--- src/rtl/spi_cmd_pkg.sv ---
package spi_cmd_pkg;
  localparam int BYTE_W = 8;

  localparam logic [2:0] OPM_REG   = 3'b000;
  localparam logic [2:0] OPM_VOICE = 3'b011;
  localparam logic [2:0] OPM_PKT   = 3'b101;

  typedef enum logic [1:0] {
    PH_CMD  = 2'd0,
    PH_ADDR = 2'd1,
    PH_DATA = 2'd2
  } phase_t;

  // modes that carry a per-transaction payload cap
  function automatic logic mode_capped(input logic [2:0] m);
    return (m == OPM_PKT) || (m == OPM_VOICE);
  endfunction
endpackage

--- src/rtl/spi_in_sync.sv ---
module spi_in_sync #(
  parameter int STAGES = 2
) (
  input  logic clk,
  input  logic rst,
  input  logic sclk_i,
  input  logic cs_n_i,
  input  logic mosi_i,
  output logic sclk_rise,
  output logic sclk_fall,
  output logic sel,
  output logic mosi_q
);
  localparam int SCK_L = STAGES + 1;

  logic [SCK_L-1:0]  sck_p;
  logic [STAGES-1:0] cs_p;
  logic [STAGES-1:0] mo_p;

  always_ff @(posedge clk) begin
    if (rst) begin
      sck_p <= '0;
      cs_p  <= '1;
      mo_p  <= '0;
    end else begin
      sck_p <= {sck_p[SCK_L-2:0], sclk_i};
      cs_p  <= {cs_p[STAGES-2:0], cs_n_i};
      mo_p  <= {mo_p[STAGES-2:0], mosi_i};
    end
  end

  // mosi stage aligned with the sclk stage used for edge detection
  assign sclk_rise = sck_p[STAGES-1] & ~sck_p[STAGES];
  assign sclk_fall = ~sck_p[STAGES-1] & sck_p[STAGES];
  assign sel       = ~cs_p[STAGES-1];
  assign mosi_q    = mo_p[STAGES-1];
endmodule

--- src/rtl/spi_byte_engine.sv ---
module spi_byte_engine
  import spi_cmd_pkg::*;
(
  input  logic              clk,
  input  logic              rst,
  input  logic              sel,
  input  logic              rise,
  input  logic              fall,
  input  logic              mosi,
  input  logic [BYTE_W-1:0] tx_byte,
  output logic [BYTE_W-1:0] rx_byte,
  output logic              rx_done,
  output logic              miso
);
  localparam int CNT_W = $clog2(BYTE_W);

  logic [CNT_W-1:0]  bit_cnt;
  logic [BYTE_W-2:0] rx_sh;
  logic [BYTE_W-1:0] tx_sh;

  always_ff @(posedge clk) begin
    if (rst) begin
      bit_cnt <= '0;
      rx_sh   <= '0;
      rx_byte <= '0;
      rx_done <= 1'b0;
      tx_sh   <= '0;
      miso    <= 1'b0;
    end else if (!sel) begin
      bit_cnt <= '0;
      rx_done <= 1'b0;
      tx_sh   <= '0;
      miso    <= 1'b0;
    end else begin
      rx_done <= 1'b0;
      if (rise) begin
        rx_sh   <= {rx_sh[BYTE_W-3:0], mosi};
        bit_cnt <= bit_cnt + 1'b1;
        if (bit_cnt == CNT_W'(BYTE_W - 1)) begin
          rx_byte <= {rx_sh, mosi};
          rx_done <= 1'b1;
        end
      end
      if (fall) begin
        if (bit_cnt == '0) begin
          miso  <= tx_byte[BYTE_W-1];
          tx_sh <= {tx_byte[BYTE_W-2:0], 1'b0};
        end else begin
          miso  <= tx_sh[BYTE_W-1];
          tx_sh <= {tx_sh[BYTE_W-2:0], 1'b0};
        end
      end
    end
  end
endmodule

--- src/rtl/spi_txn_seq.sv ---
module spi_txn_seq
  import spi_cmd_pkg::*;
#(
  parameter int PKT_WR_MAX = 19,
  parameter int PKT_RD_MAX = 9,
  parameter int VOICE_MAX  = 16
) (
  input  logic              clk,
  input  logic              rst,
  input  logic              sel,
  input  logic              rx_done,
  input  logic [BYTE_W-1:0] rx_byte,
  input  logic [BYTE_W-1:0] bus_rdata,
  output logic              bus_wr,
  output logic              bus_rd,
  output logic [2:0]        bus_mode,
  output logic [BYTE_W-1:0] bus_addr,
  output logic [BYTE_W-1:0] bus_wdata,
  output logic [BYTE_W-1:0] tx_byte
);
  localparam int IDX_W = 8;
  localparam logic [IDX_W-1:0] IDX_TOP = '1;
  localparam logic [IDX_W-1:0] LIM_PW  = IDX_W'(PKT_WR_MAX);
  localparam logic [IDX_W-1:0] LIM_PR  = IDX_W'(PKT_RD_MAX);
  localparam logic [IDX_W-1:0] LIM_V   = IDX_W'(VOICE_MAX);

  phase_t            phase;
  logic              is_rd;
  logic [2:0]        mode;
  logic [BYTE_W-1:0] addr;
  logic [IDX_W-1:0]  idx;
  logic              rd_pend;

  logic [IDX_W-1:0]  idx_nxt;
  logic [IDX_W-1:0]  lim;
  logic              win_now;
  logic              win_nxt;
  logic [BYTE_W-1:0] addr_nxt;

  always_comb begin
    idx_nxt  = (idx == IDX_TOP) ? idx : idx + 1'b1;
    addr_nxt = addr + 1'b1;
    if (mode == OPM_PKT) lim = is_rd ? LIM_PR : LIM_PW;
    else                 lim = LIM_V;
    win_now = !mode_capped(mode) || (idx < lim);
    win_nxt = !mode_capped(mode) || (idx_nxt < lim);
  end

  always_ff @(posedge clk) begin
    if (rst) begin
      phase     <= PH_CMD;
      is_rd     <= 1'b0;
      mode      <= OPM_REG;
      addr      <= '0;
      idx       <= '0;
      rd_pend   <= 1'b0;
      bus_wr    <= 1'b0;
      bus_rd    <= 1'b0;
      bus_mode  <= OPM_REG;
      bus_addr  <= '0;
      bus_wdata <= '0;
      tx_byte   <= '0;
    end else if (!sel) begin
      phase   <= PH_CMD;
      idx     <= '0;
      rd_pend <= 1'b0;
      bus_wr  <= 1'b0;
      bus_rd  <= 1'b0;
      tx_byte <= '0;
    end else begin
      bus_wr  <= 1'b0;
      bus_rd  <= 1'b0;
      rd_pend <= bus_rd;
      if (rd_pend) tx_byte <= bus_rdata;
      if (rx_done) begin
        unique case (phase)
          PH_CMD: begin
            is_rd <= rx_byte[BYTE_W-1];
            mode  <= rx_byte[2:0];
            idx   <= '0;
            phase <= PH_ADDR;
          end
          PH_ADDR: begin
            addr  <= rx_byte;
            phase <= PH_DATA;
            if (is_rd) begin
              if (win_now) begin
                bus_rd   <= 1'b1;
                bus_addr <= rx_byte;
                bus_mode <= mode;
              end else begin
                tx_byte <= '0;
              end
            end
          end
          PH_DATA: begin
            addr <= addr_nxt;
            idx  <= idx_nxt;
            if (is_rd) begin
              if (win_nxt) begin
                bus_rd   <= 1'b1;
                bus_addr <= addr_nxt;
                bus_mode <= mode;
              end else begin
                tx_byte <= '0;
              end
            end else if (win_now) begin
              bus_wr    <= 1'b1;
              bus_addr  <= addr;
              bus_mode  <= mode;
              bus_wdata <= rx_byte;
            end
          end
          default: phase <= PH_CMD;
        endcase
      end
    end
  end
endmodule

--- src/rtl/spi_cmd_regslave.sv ---
module spi_cmd_regslave
  import spi_cmd_pkg::*;
#(
  parameter int SYNC_STAGES = 2,
  parameter int PKT_WR_MAX  = 19,
  parameter int PKT_RD_MAX  = 9,
  parameter int VOICE_MAX   = 16
) (
  input  logic        clk,
  input  logic        rst,
  input  logic        sclk,
  input  logic        cs_n,
  input  logic        mosi,
  output logic        miso,
  output logic        bus_wr,
  output logic        bus_rd,
  output logic [2:0]  bus_mode,
  output logic [7:0]  bus_addr,
  output logic [7:0]  bus_wdata,
  input  logic [7:0]  bus_rdata
);
  logic              s_rise;
  logic              s_fall;
  logic              s_sel;
  logic              s_mosi;
  logic [BYTE_W-1:0] rx_byte;
  logic              rx_done;
  logic [BYTE_W-1:0] tx_byte;

  spi_in_sync #(.STAGES(SYNC_STAGES)) sync_i (
    .clk       (clk),
    .rst       (rst),
    .sclk_i    (sclk),
    .cs_n_i    (cs_n),
    .mosi_i    (mosi),
    .sclk_rise (s_rise),
    .sclk_fall (s_fall),
    .sel       (s_sel),
    .mosi_q    (s_mosi)
  );

  spi_byte_engine byte_i (
    .clk     (clk),
    .rst     (rst),
    .sel     (s_sel),
    .rise    (s_rise),
    .fall    (s_fall),
    .mosi    (s_mosi),
    .tx_byte (tx_byte),
    .rx_byte (rx_byte),
    .rx_done (rx_done),
    .miso    (miso)
  );

  spi_txn_seq #(
    .PKT_WR_MAX (PKT_WR_MAX),
    .PKT_RD_MAX (PKT_RD_MAX),
    .VOICE_MAX  (VOICE_MAX)
  ) seq_i (
    .clk       (clk),
    .rst       (rst),
    .sel       (s_sel),
    .rx_done   (rx_done),
    .rx_byte   (rx_byte),
    .bus_rdata (bus_rdata),
    .bus_wr    (bus_wr),
    .bus_rd    (bus_rd),
    .bus_mode  (bus_mode),
    .bus_addr  (bus_addr),
    .bus_wdata (bus_wdata),
    .tx_byte   (tx_byte)
  );
endmodule

--- config.mk ---
export PLATFORM = sky130hd
export DESIGN_NAME = spi_cmd_regslave
export DESIGN_NICKNAME = d
export VERILOG_FILES = /design/src/rtl/spi_cmd_pkg.sv /design/src/rtl/spi_in_sync.sv /design/src/rtl/spi_byte_engine.sv /design/src/rtl/spi_txn_seq.sv /design/src/rtl/spi_cmd_regslave.sv
export SDC_FILE = /design/constraint.sdc
export NUM_CORES = 1
export LEC_CHECK = 0
export ABC_AREA = 1
export BUFFER_PORTS_ARGS = -buffer_cell sky130_fd_sc_hd__buf_2
export CORE_ASPECT_RATIO = 2
export CORE_MARGIN = 2
export CORE_UTILIZATION = 30
export CTS_BUF_LIST = sky130_fd_sc_hd__clkbuf_4 sky130_fd_sc_hd__clkbuf_8 sky130_fd_sc_hd__clkbuf_16
export DETAILED_ROUTE_END_ITERATION = 12
export MAX_ROUTING_LAYER = met4
export PLACE_DENSITY = 0.51
export SLEW_MARGIN = 20
export SYNTH_ARGS = -nofsm -noshare
export SYNTH_HDL_FRONTEND = slang
export SYNTH_SLANG_ARGS = --single-unit
--- constraint.sdc ---
create_clock -name clk -period 2.4 [get_ports clk]
set_clock_uncertainty 0.1 [all_clocks]
set_input_delay 0.48 -clock clk [delete_from_list [all_inputs] [get_ports clk]]
set_output_delay 0.48 -clock clk [all_outputs]
set_load 0.03 [all_outputs]
==> impl_metrics.tcl, run 1 <==
set metrics [dict create \
    final_nets 641 \
    worstPathCellList "ha_4 -> nand2_4 -> nor2_4 -> nand2_4 -> mux2_4 -> ha_4 -> nand2_1 -> nand2_1 -> nand2_1 -> nand2_1 -> nand2_1 -> nand2_2 -> nand3_4 -> nand3_4 -> nand2_1 -> nand2_1 -> nor2_1" \
    crit_fanout 6 \
    cts_num_sinks 86 \
    postSynthAreaPerCell_um2 7.235 \
    grt_max_degree 37 \
    netlist_area_um2 3994 \
    ys_types 32 \
    final.period_utilization_pct 101.2 \
    post_drt_via_cell_ratio 4.704 \
    slew-limit-headroom_pct 44.41 \
    finalHoldViolCount 0 \
    dp.cells 749 \
    vias 3627 \
    grt_first_pass_wirelength_um 16510 \
    syn-num-nets 579 \
    die_h_um 167.2 \
    r2r_start "seq_i.idx[1]$_SDFFE_PP0P_" \
    violations "setup timing" \
    fin_setup_tns_ns -0.09157 \
    core_um2 12990 \
    final_util_pct 38.11 \
    die_w_um 85.59 \
    hold_start "cs_n" \
    top_layer "met4" \
    worst_pin_slew_ns 0.8251 \
    critPathArrivalTime_ns 2.56 \
    nFillCells 1353 \
    leakage_nw 2.163 \
    drive_gt1_share_pct 20.52 \
    synth_top_family_by_area "simple AND/OR/NAND/NOR gates" \
    grt.total_usage_pct 14.78 \
    synthXorXnorAreaFrac_pct 1.535 \
    final_common_cell "nand2_1" \
    pin_count 35 \
    timing.final.ws_setup_ns -0.02812 \
    end_kind "register" \
    initial_core_util_pct 30.74 \
    yosysSeqAreaShare_pct 43.11 \
    peakVddDrop_mv 0.3515 \
    startpoint "seq_i.idx[1]$_SDFFE_PP0P_" \
    antenna_found_initial 0 \
    status "finished, violations left" \
    clockBufferDepth 2 \
    dpl.hpwl_um 7194 \
    overflow 0 \
    wirelength_met1_um 3780 \
    synth_compound_area_share_pct 15.60 \
    hp-class "in2reg" \
    place.gp.congestion 0.8173 \
    layout.cells.non_filler 771 \
    cts-root-buf "clkbuf_16" \
    synthMuxAreaShare_pct 0.2820 \
    synthSimpleGateAreaFrac_pct 25.91 \
    regArea_um2 1724 \
    synthToLayoutAreaGrowth_pct 23.97 \
    critical_path_class "reg2reg" \
    ant_nets 0 \
    max_stage_delay_ns 0.36 \
    clk_latency_ns 0.34 \
    pre_cts_slack_ns -0.01423 \
    holdBufCountCts 0 \
    ys_seq_elements 86 \
    drtIter0Drc 167 \
    drc_errors 0 \
    io_buffers 34 \
    route.met2.wl_um 5590 \
    clock.fmax_mhz 411.8 \
    cpMaxStageDelayCell "dfxtp_2" \
    dr_wl_met3_um 226 \
    cts_buffers 9 \
    final_cell_area_um2 4951 \
    finalCriticalPeriod_ns 2.428 \
    power_density_nw_per_um2 583.5 \
    synth_cells 552 \
    cp.required_ns 2.53 \
    drv_slew 0 \
    critical_path.top_delay_family "simple AND/OR/NAND/NOR gates" \
    start_kind "register" \
    yosys.area_share.adder_pct 4.386 \
    diodes 0 \
    detail_route.wl_per_cell_um 12.80 \
    h-tree-depth 3 \
    placed_area_um2 4479 \
    yosys_warnings 0 \
    cp.buffers_inverters 0 \
    ys.flop_type "dfxtp_1" \
    cpMostUsedCell "nand2_1" \
    routed_wl_um 9868 \
    firstDrtPassIters 4 \
    async_flop_share_pct 0 \
    rows 59 \
    cts.clk_slew.worst_paths_ns 0.07 \
    grt_pass1_vias 3593 \
    maxCapViolCount 0 \
    final_cell_mix "nand2_1 (116), dfxtp_1 (84), inv_1 (74), nor2_1 (52), a21oi_1 (44)" \
    synth_edf_count 0 \
    multi_input_area_um2 2044 \
    die_area_um2 14310 \
    grt_setup_unrepaired "true" \
    finalSetupViolations 8 \
    cts_tree "yes" \
]
==> path summary, 6_finish.rpt <==
| path | end | slack [ns] | cells after the start |
|---|---|---|---|
| setup / recovery | seq_i.bus_addr[0]$_SDFFE_PP0P_ | -0.03 | 17 |
| hold / removal | sync_i.cs_p[0]$_SDFF_PP1_ | 0.23 | 2 |
| setup reg to reg | seq_i.bus_addr[0]$_SDFFE_PP0P_ | -0.03 | 17 |
| hold reg to reg | sync_i.sck_p[1]$_SDFF_PP0_ | 0.30 | 2 |
==> state kept, by name, indices dropped and copies added (netlist names) <==
signal	count
seq_i.addr	8
seq_i.mode	3
byte_i.rx_byte	8
byte_i.miso	1
seq_i.bus_wdata	8
seq_i.idx	8
seq_i.phase	2
seq_i.is_rd	1
sync_i.cs_p	2
byte_i.tx_sh	7
byte_i.bit_cnt	3
byte_i.rx_sh	7
seq_i.rd_pend	1
seq_i.bus_mode	3
seq_i.bus_addr	8
sync_i.mo_p	2
seq_i.bus_rd	1
seq_i.bus_wr	1
sync_i.sck_p	3
seq_i.tx_byte	8
byte_i.rx_done	1
==> timing repair <==
item	4_1_cts	5_1_grt
gates resized for setup	1	36
pin swaps	1	13
setup endpoints to repair	5	29
cloned	2	0
setup buffers	1	3
hold endpoints to repair	0	0
==> power by group <==
group | switching, mW | internal [mW] | total (mW)
clock | 0.567 | 0.832 | 1.40
combinational | 0.0345 | 0.0188 | 0.0534
sequential | 0.00334 | 1.43 | 1.44
total | 0.605 | 2.28 | 2.89
==> logic make-up (layout without fill, tap and decap cells) <==
group	count (synthesis)	after routing
AO/OA/AOI/OAI	110	110
multiplexers	1	1
XOR/XNOR	7	7
buffers and inverters	95	160
flip-flops	86	86
AND/OR/NAND/NOR	239	241
adder cells (fa/ha/maj)	14	14
==> area by class of cell <==
class / count / area share, %
clock buffers: 11 / 4.852
clock inverters: 5 / 1.213
inverters: 81 / 6.141
multi-input cells: 373 / 41.29
flip-flops and latches: 86 / 34.82
well taps: 152 / 3.841
repair buffers: 63 / 7.834
==> routing by layer <==
layer / track usage [%] / vias up
met5: - / -
met4: 7.108 / 0
met3: 3.006 / 12
met2: 27.04 / 46
met1: 14.44 / 1665
li1: - / 1904
==> worst register-to-register path, stage by stage (launching register included) <==
cell and delay (ns):
dfxtp_2 0.36, ha_4 0.16, nand2_4 0.06, nor2_4 0.16, nand2_4 0.07, mux2_4 0.32
ha_4 0.26, nand2_1 0.04, nand2_1 0.05, nand2_1 0.04, nand2_1 0.05, nand2_1 0.05
nand2_2 0.09, nand3_4 0.16, nand3_4 0.20, nand2_1 0.07, nand2_1 0.06, nor2_1 0.05
==> stage by stage <==
stage,hold slack (ns),total power [mW]
after floorplan,0.2883,1.502
after global placement,0.2941,1.522
after CTS,0.2136,2.940
after detailed placement,0.2972,1.523
after global routing,0.2260,3.002
final,0.2257,2.889
==> synthesized netlist by cell type, types with 3 or more instances <==
cell | number | area share, %
a21oi_1 | 44 | 5.5
a31oi_1 | 6 | 0.94
clkbuf_1 | 11 | 1.0
dfxtp_1 | 86 | 43
ha_1 | 14 | 4.4
inv_1 | 79 | 7.4
nand2_1 | 128 | 12
nand2_2 | 3 | 0.47
nand3_1 | 28 | 3.5
nand4_1 | 6 | 0.94
nor2_1 | 57 | 5.4
nor2_2 | 3 | 0.47
nor3_1 | 3 | 0.38
o211ai_1 | 17 | 3.2
o21ai_0 | 38 | 4.8
or2_2 | 4 | 0.63
xnor2_1 | 3 | 0.66
xor2_1 | 4 | 0.88
(Power assumes the default switching activity.)
==> inputs of run 2 (changes only) <==
Settings changed: RECOVER_POWER set to 50.
==> impl_metrics.tcl, run 2 (synthesized netlist as in run 1, its figures left out) <==
set metrics [dict create \
    die_h_um 167.2 \
    leakage_nw 2.053 \
    p_total_mw 2.890 \
    finalCriticalPeriod_ns 2.442 \
    pre_cts_slack_ns -0.01423 \
    multi_input_area_um2 2044 \
    grt_setup_unrepaired "true" \
    cts.clk_slew.worst_paths_ns 0.07 \
    placed_area_um2 4479 \
    timing.final.ws_setup_ns -0.04196 \
    final_nets 641 \
    critPathArrivalTime_ns 2.58 \
    firstDrtPassIters 4 \
    detail_route.wl_per_cell_um 12.83 \
    nFillCells 1359 \
    clockBufferDepth 2 \
    antenna_found_initial 0 \
    cp.required_ns 2.54 \
    hp-class "in2reg" \
    die_w_um 85.59 \
    rows 59 \
    routed_wl_um 9889 \
    holdBufCountCts 0 \
    regArea_um2 1724 \
    cts_num_sinks 86 \
    cts_tree "yes" \
    maxCapViolCount 0 \
    synthToLayoutAreaGrowth_pct 22.99 \
    final.period_utilization_pct 101.7 \
    dpl.hpwl_um 7194 \
    grt_pass1_vias 3593 \
    rrSetupSlack_ns -0.04 \
    drive_gt1_share_pct 16.48 \
    dp.cells 749 \
    critical_path_class "reg2reg" \
    worst_pin_slew_ns 0.8811 \
    peakVddDrop_mv 0.3513 \
    vias 3627 \
    h-tree-depth 3 \
    io_buffers 34 \
    holdWs_ns 0.2252 \
    drtIter0Drc 172 \
    finalHoldViolCount 0 \
    initial_core_util_pct 30.74 \
    crit_fanout 6 \
    core_um2 12990 \
    place.gp.congestion 0.8173 \
    end_kind "register" \
    slew-limit-headroom_pct 41.26 \
    power_density_nw_per_um2 588.4 \
    grt_max_degree 37 \
    drc_errors 0 \
    diodes 0 \
    finalSetupViolations 11 \
    overflow 0 \
    pin_count 35 \
    layout.cells.non_filler 771 \
    final_cell_mix "nand2_1 (116), dfxtp_1 (84), inv_1 (74), nor2_1 (52), a21oi_1 (44)" \
    status "finished, violations left" \
    cts-root-buf "clkbuf_16" \
    final_common_cell "nand2_1" \
    post_drt_via_cell_ratio 4.704 \
    ant_nets 0 \
    final_cell_area_um2 4912 \
    clk_latency_ns 0.34 \
    die_area_um2 14310 \
    clock.fmax_mhz 409.5 \
    cts_buffers 9 \
    violations "setup timing" \
    grt.total_usage_pct 14.78 \
    start_kind "register" \
    grt_first_pass_wirelength_um 16510 \
    drv_slew 0 \
]
run 2: cell types whose count changed in the layout (fill, tap and decap cells not counted), sizes merged:
cell    delta
clkbuf    +26
buf       -26
run 2: critical path: stages, from the launching register on:
cell and delay (ns):
dfxtp_2 0.36, ha_4 0.16, nand2_4 0.06, nor2_4 0.16
nand2_4 0.07, mux2_4 0.32, ha_4 0.26, nand2_1 0.04
nand2_1 0.05, nand2_1 0.04, nand2_1 0.05, nand2_1 0.05
nand2_2 0.09, nand3_4 0.16, nand3_4 0.19, nand2_1 0.07
nand2_1 0.06, nor2_1 0.06
run 2: final timing paths:
path / from / to / depth (start not counted)
hold reg to reg: sync_i.sck_p[0]$_SDFF_PP0_ / sync_i.sck_p[1]$_SDFF_PP0_ / 2
setup reg to reg: seq_i.idx[1]$_SDFFE_PP0P_ / seq_i.bus_addr[0]$_SDFFE_PP0P_ / 17
setup / recovery: seq_i.idx[1]$_SDFFE_PP0P_ / seq_i.bus_addr[0]$_SDFFE_PP0P_ / 17
hold / removal: cs_n / sync_i.cs_p[0]$_SDFF_PP1_ / 2
run 2: power breakdown:
part	internal (mW)	switching (mW)
registers	1.43	0.00334
logic	0.0177	0.0345
clock network	0.832	0.569
run 2: final cells by class:
cell class                 count  area share (%)
inverter                      81           6.190
clock inverter                 5           1.223
clock buffer                  11           4.890
tap                          152           3.872
timing repair buffer          63           7.106
sequential                    86           35.10
multi-input combinational    373           41.62
run 2: timing repair:
item | in CTS | in global routing
pin swaps | 1 | 13
setup endpoints to repair | 5 | 29
gates cloned | 2 | 0
resized for setup | 1 | 36
setup buffers | 1 | 3
run 2: layer usage:
metal | vias up | global-route usage, % | share of wire [%]
met2 | 48 | 27.04 | 56
met5 | - | - | 0
met3 | 14 | 3.006 | 2.7
met1 | 1662 | 14.44 | 38
li1 | 1903 | - | -
met4 | 0 | 7.108 | 3.1
run 2: stage by stage:
stage          util (%)  TNS (ns)
3_5_place_dp      34.48  -0.02080
6_report          37.81   -0.1438
3_3_place_gp      34.48         0
5_1_grt           37.81    -3.121
2_1_floorplan         -         0
4_1_cts           37.02         0
==> inputs of run 3 (changes only) <==
Settings changed: CELL_PAD_IN_SITES_DETAIL_PLACEMENT set to 1, CELL_PAD_IN_SITES_GLOBAL_PLACEMENT set to 2, PLACE_DENSITY 0.51 to 0.78.
Clock period 2.4 ns to 2.1 ns, I/O delays scaled along.
==> impl_metrics.tcl, run 3 (synthesized netlist as in run 1, its figures left out) <==
set metrics [dict create \
    r2r_end "seq_i.tx_byte[2]$_SDFF_PP0_" \
    antenna_found_initial 0 \
    worst_pin_slew_ns 0.8630 \
    place.gp.congestion 0.7774 \
    core_um2 12990 \
    peakVddDrop_mv 0.4864 \
    cts_buffers 9 \
    final_nets 659 \
    cts_num_sinks 86 \
    post_drt_via_cell_ratio 4.878 \
    grt_pass1_vias 3962 \
    violations "setup timing" \
    status "finished, violations left" \
    die_w_um 85.59 \
    finalHoldViolCount 0 \
    synthToLayoutAreaGrowth_pct 27.07 \
    routed_wl_um 11440 \
    pin_count 35 \
    crit_fanout 8 \
    maxCapViolCount 0 \
    clockBufferDepth 2 \
    h-tree-depth 3 \
    critical_path_class "reg2reg" \
    hold-path-endpoint "sync_i.cs_p[0]$_SDFF_PP1_" \
    final_cell_area_um2 5075 \
    layout.cells.non_filler 789 \
    worstPathCellList "ha_4 -> nand2_4 -> nor2_4 -> nand2_4 -> mux2_2 -> ha_1 -> nand2_1 -> nand2_1 -> nand2_1 -> nand2_1 -> nand2_2 -> nand2_4 -> nand2_2 -> nand2_2 -> nand2_2 -> nor2_4 -> nor2_1" \
    firstDrtPassIters 4 \
    timing.final.ws_setup_ns -0.2701 \
    cts_tree "yes" \
    rows 59 \
    cpMaxStageDelayCell "dfxtp_4" \
    whs_path_depth 2 \
    drtIter0Drc 77 \
    detail_route.wl_per_cell_um 14.50 \
    finalSetupViolations 20 \
    grt.total_usage_pct 16.83 \
    ant_nets 0 \
    holdBufCountCts 0 \
    die_h_um 167.2 \
    placed_area_um2 4642 \
    cts.clk_slew.worst_paths_ns 0.07 \
    grt_first_pass_wirelength_um 18660 \
    leakage_nw 2.122 \
    start_kind "register" \
    dp.cells 768 \
    max_stage_delay_ns 0.35 \
    r2r_start "seq_i.idx[0]$_SDFFE_PP0P_" \
    io_buffers 34 \
    reg2regPathDepth 17 \
    cts-root-buf "clkbuf_16" \
    grt_max_degree 32 \
    drc_errors 0 \
    final_cell_mix "nand2_1 (120), dfxtp_1 (83), inv_1 (77), nor2_1 (52), buf_4 (43)" \
    hold_start "cs_n" \
    grt_setup_unrepaired "true" \
    critPathArrivalTime_ns 2.51 \
    hp-class "in2reg" \
    die_area_um2 14310 \
    dpl.hpwl_um 8667 \
    final_common_cell "nand2_1" \
    final.period_utilization_pct 112.9 \
    holdWs_ns 0.1495 \
    power_density_nw_per_um2 655.5 \
    finalCriticalPeriod_ns 2.370 \
    vias 3849 \
    nFillCells 1667 \
    clk_latency_ns 0.35 \
    fin_setup_tns_ns -4.417 \
    overflow 0 \
    cp.required_ns 2.24 \
    drive_gt1_share_pct 18.84 \
    rrSetupSlack_ns -0.27 \
    initial_core_util_pct 30.74 \
    clock.fmax_mhz 421.9 \
    slew-limit-headroom_pct 42.47 \
    end_kind "register" \
    diodes 0 \
    drv_slew 0 \
]
-- run 3: changes by cell type in the layout (fill, tap and decap cells not counted), sizes merged --
cell / delta
buf: +17
bufinv: -1
clkbuf: -1
clkinv: -1
clkinvlp: -1
inv: +5
-- run 3: worst max-delay path, delay by kind of cell (launching register included) --
kind / cells / cell delay, ns
AND/OR/NAND/NOR: 14 / 1.03
adder cells (fa/ha/maj): 2 / 0.43
flip-flops: 1 / 0.35
multiplexers: 1 / 0.34
-- run 3: how the worst max path moves through the flow --
stage                                    startpoint                             end  slack [ns]  cells past startpoint
after global placement    seq_i.idx[0]$_SDFFE_PP0P_  seq_i.bus_addr[0]$_SDFFE_PP0P_       -0.24                     17
after floorplan           seq_i.idx[0]$_SDFFE_PP0P_  seq_i.bus_addr[6]$_SDFFE_PP0P_       -0.25                     18
final                     seq_i.idx[0]$_SDFFE_PP0P_     seq_i.tx_byte[2]$_SDFF_PP0_       -0.27                     17
after global routing      seq_i.idx[0]$_SDFFE_PP0P_     seq_i.tx_byte[0]$_SDFF_PP0_       -0.43                     17
after CTS                 seq_i.idx[0]$_SDFFE_PP0P_  seq_i.bus_addr[0]$_SDFFE_PP0P_       -0.27                     15
after detailed placement  seq_i.idx[0]$_SDFFE_PP0P_  seq_i.bus_addr[0]$_SDFFE_PP0P_       -0.27                     17
-- run 3: routing by layer --
metal / vias to the layer above / wire length, um / track usage, %
li1: 1940 / - / -
met1: 1841 / 4454 / 16.81
met2: 47 / 6427 / 32.03
met3: 21 / 240 / 1.922
met4: 0 / 317 / 6.832
met5: - / 0 / -
-- run 3: through the flow --
stage,worst slack [ns],power [mW],util (%)
floorplan,-0.2494,1.716,-
global placement,-0.2377,1.744,35.73
detailed placement,-0.2745,1.746,35.73
CTS,-0.2725,3.378,38.50
global route,-0.4271,3.439,39.06
finish,-0.2701,3.326,39.06
-- run 3: power by group --
group,switching (mW),internal (mW),leakage [nW],total (mW)
Clock,0.777,0.845,0.148,1.62
Combinational,0.0423,0.0225,1.28,0.0648
Sequential,0.00375,1.64,0.696,1.64
-- run 3: what timing repair did --
item                                    CTS  global route
endpoints found under the setup margin   29            29
buffers inserted                          1             3
cloned                                    1             1
pin swaps                                 1             3
resized for setup                        13            28
-- run 3: area by class of cell --
cell class,instances,area (um2),share of cell area (%)
Multi-Input combinational cell,373,2077,40.93
Tap cell,152,190.2,3.748
Inverter,81,304.0,5.991
Timing Repair Buffer,81,479.2,9.443
Sequential cell,86,1728,34.05
Clock inverter,7,71.32,1.405
Clock buffer,9,225.2,4.438
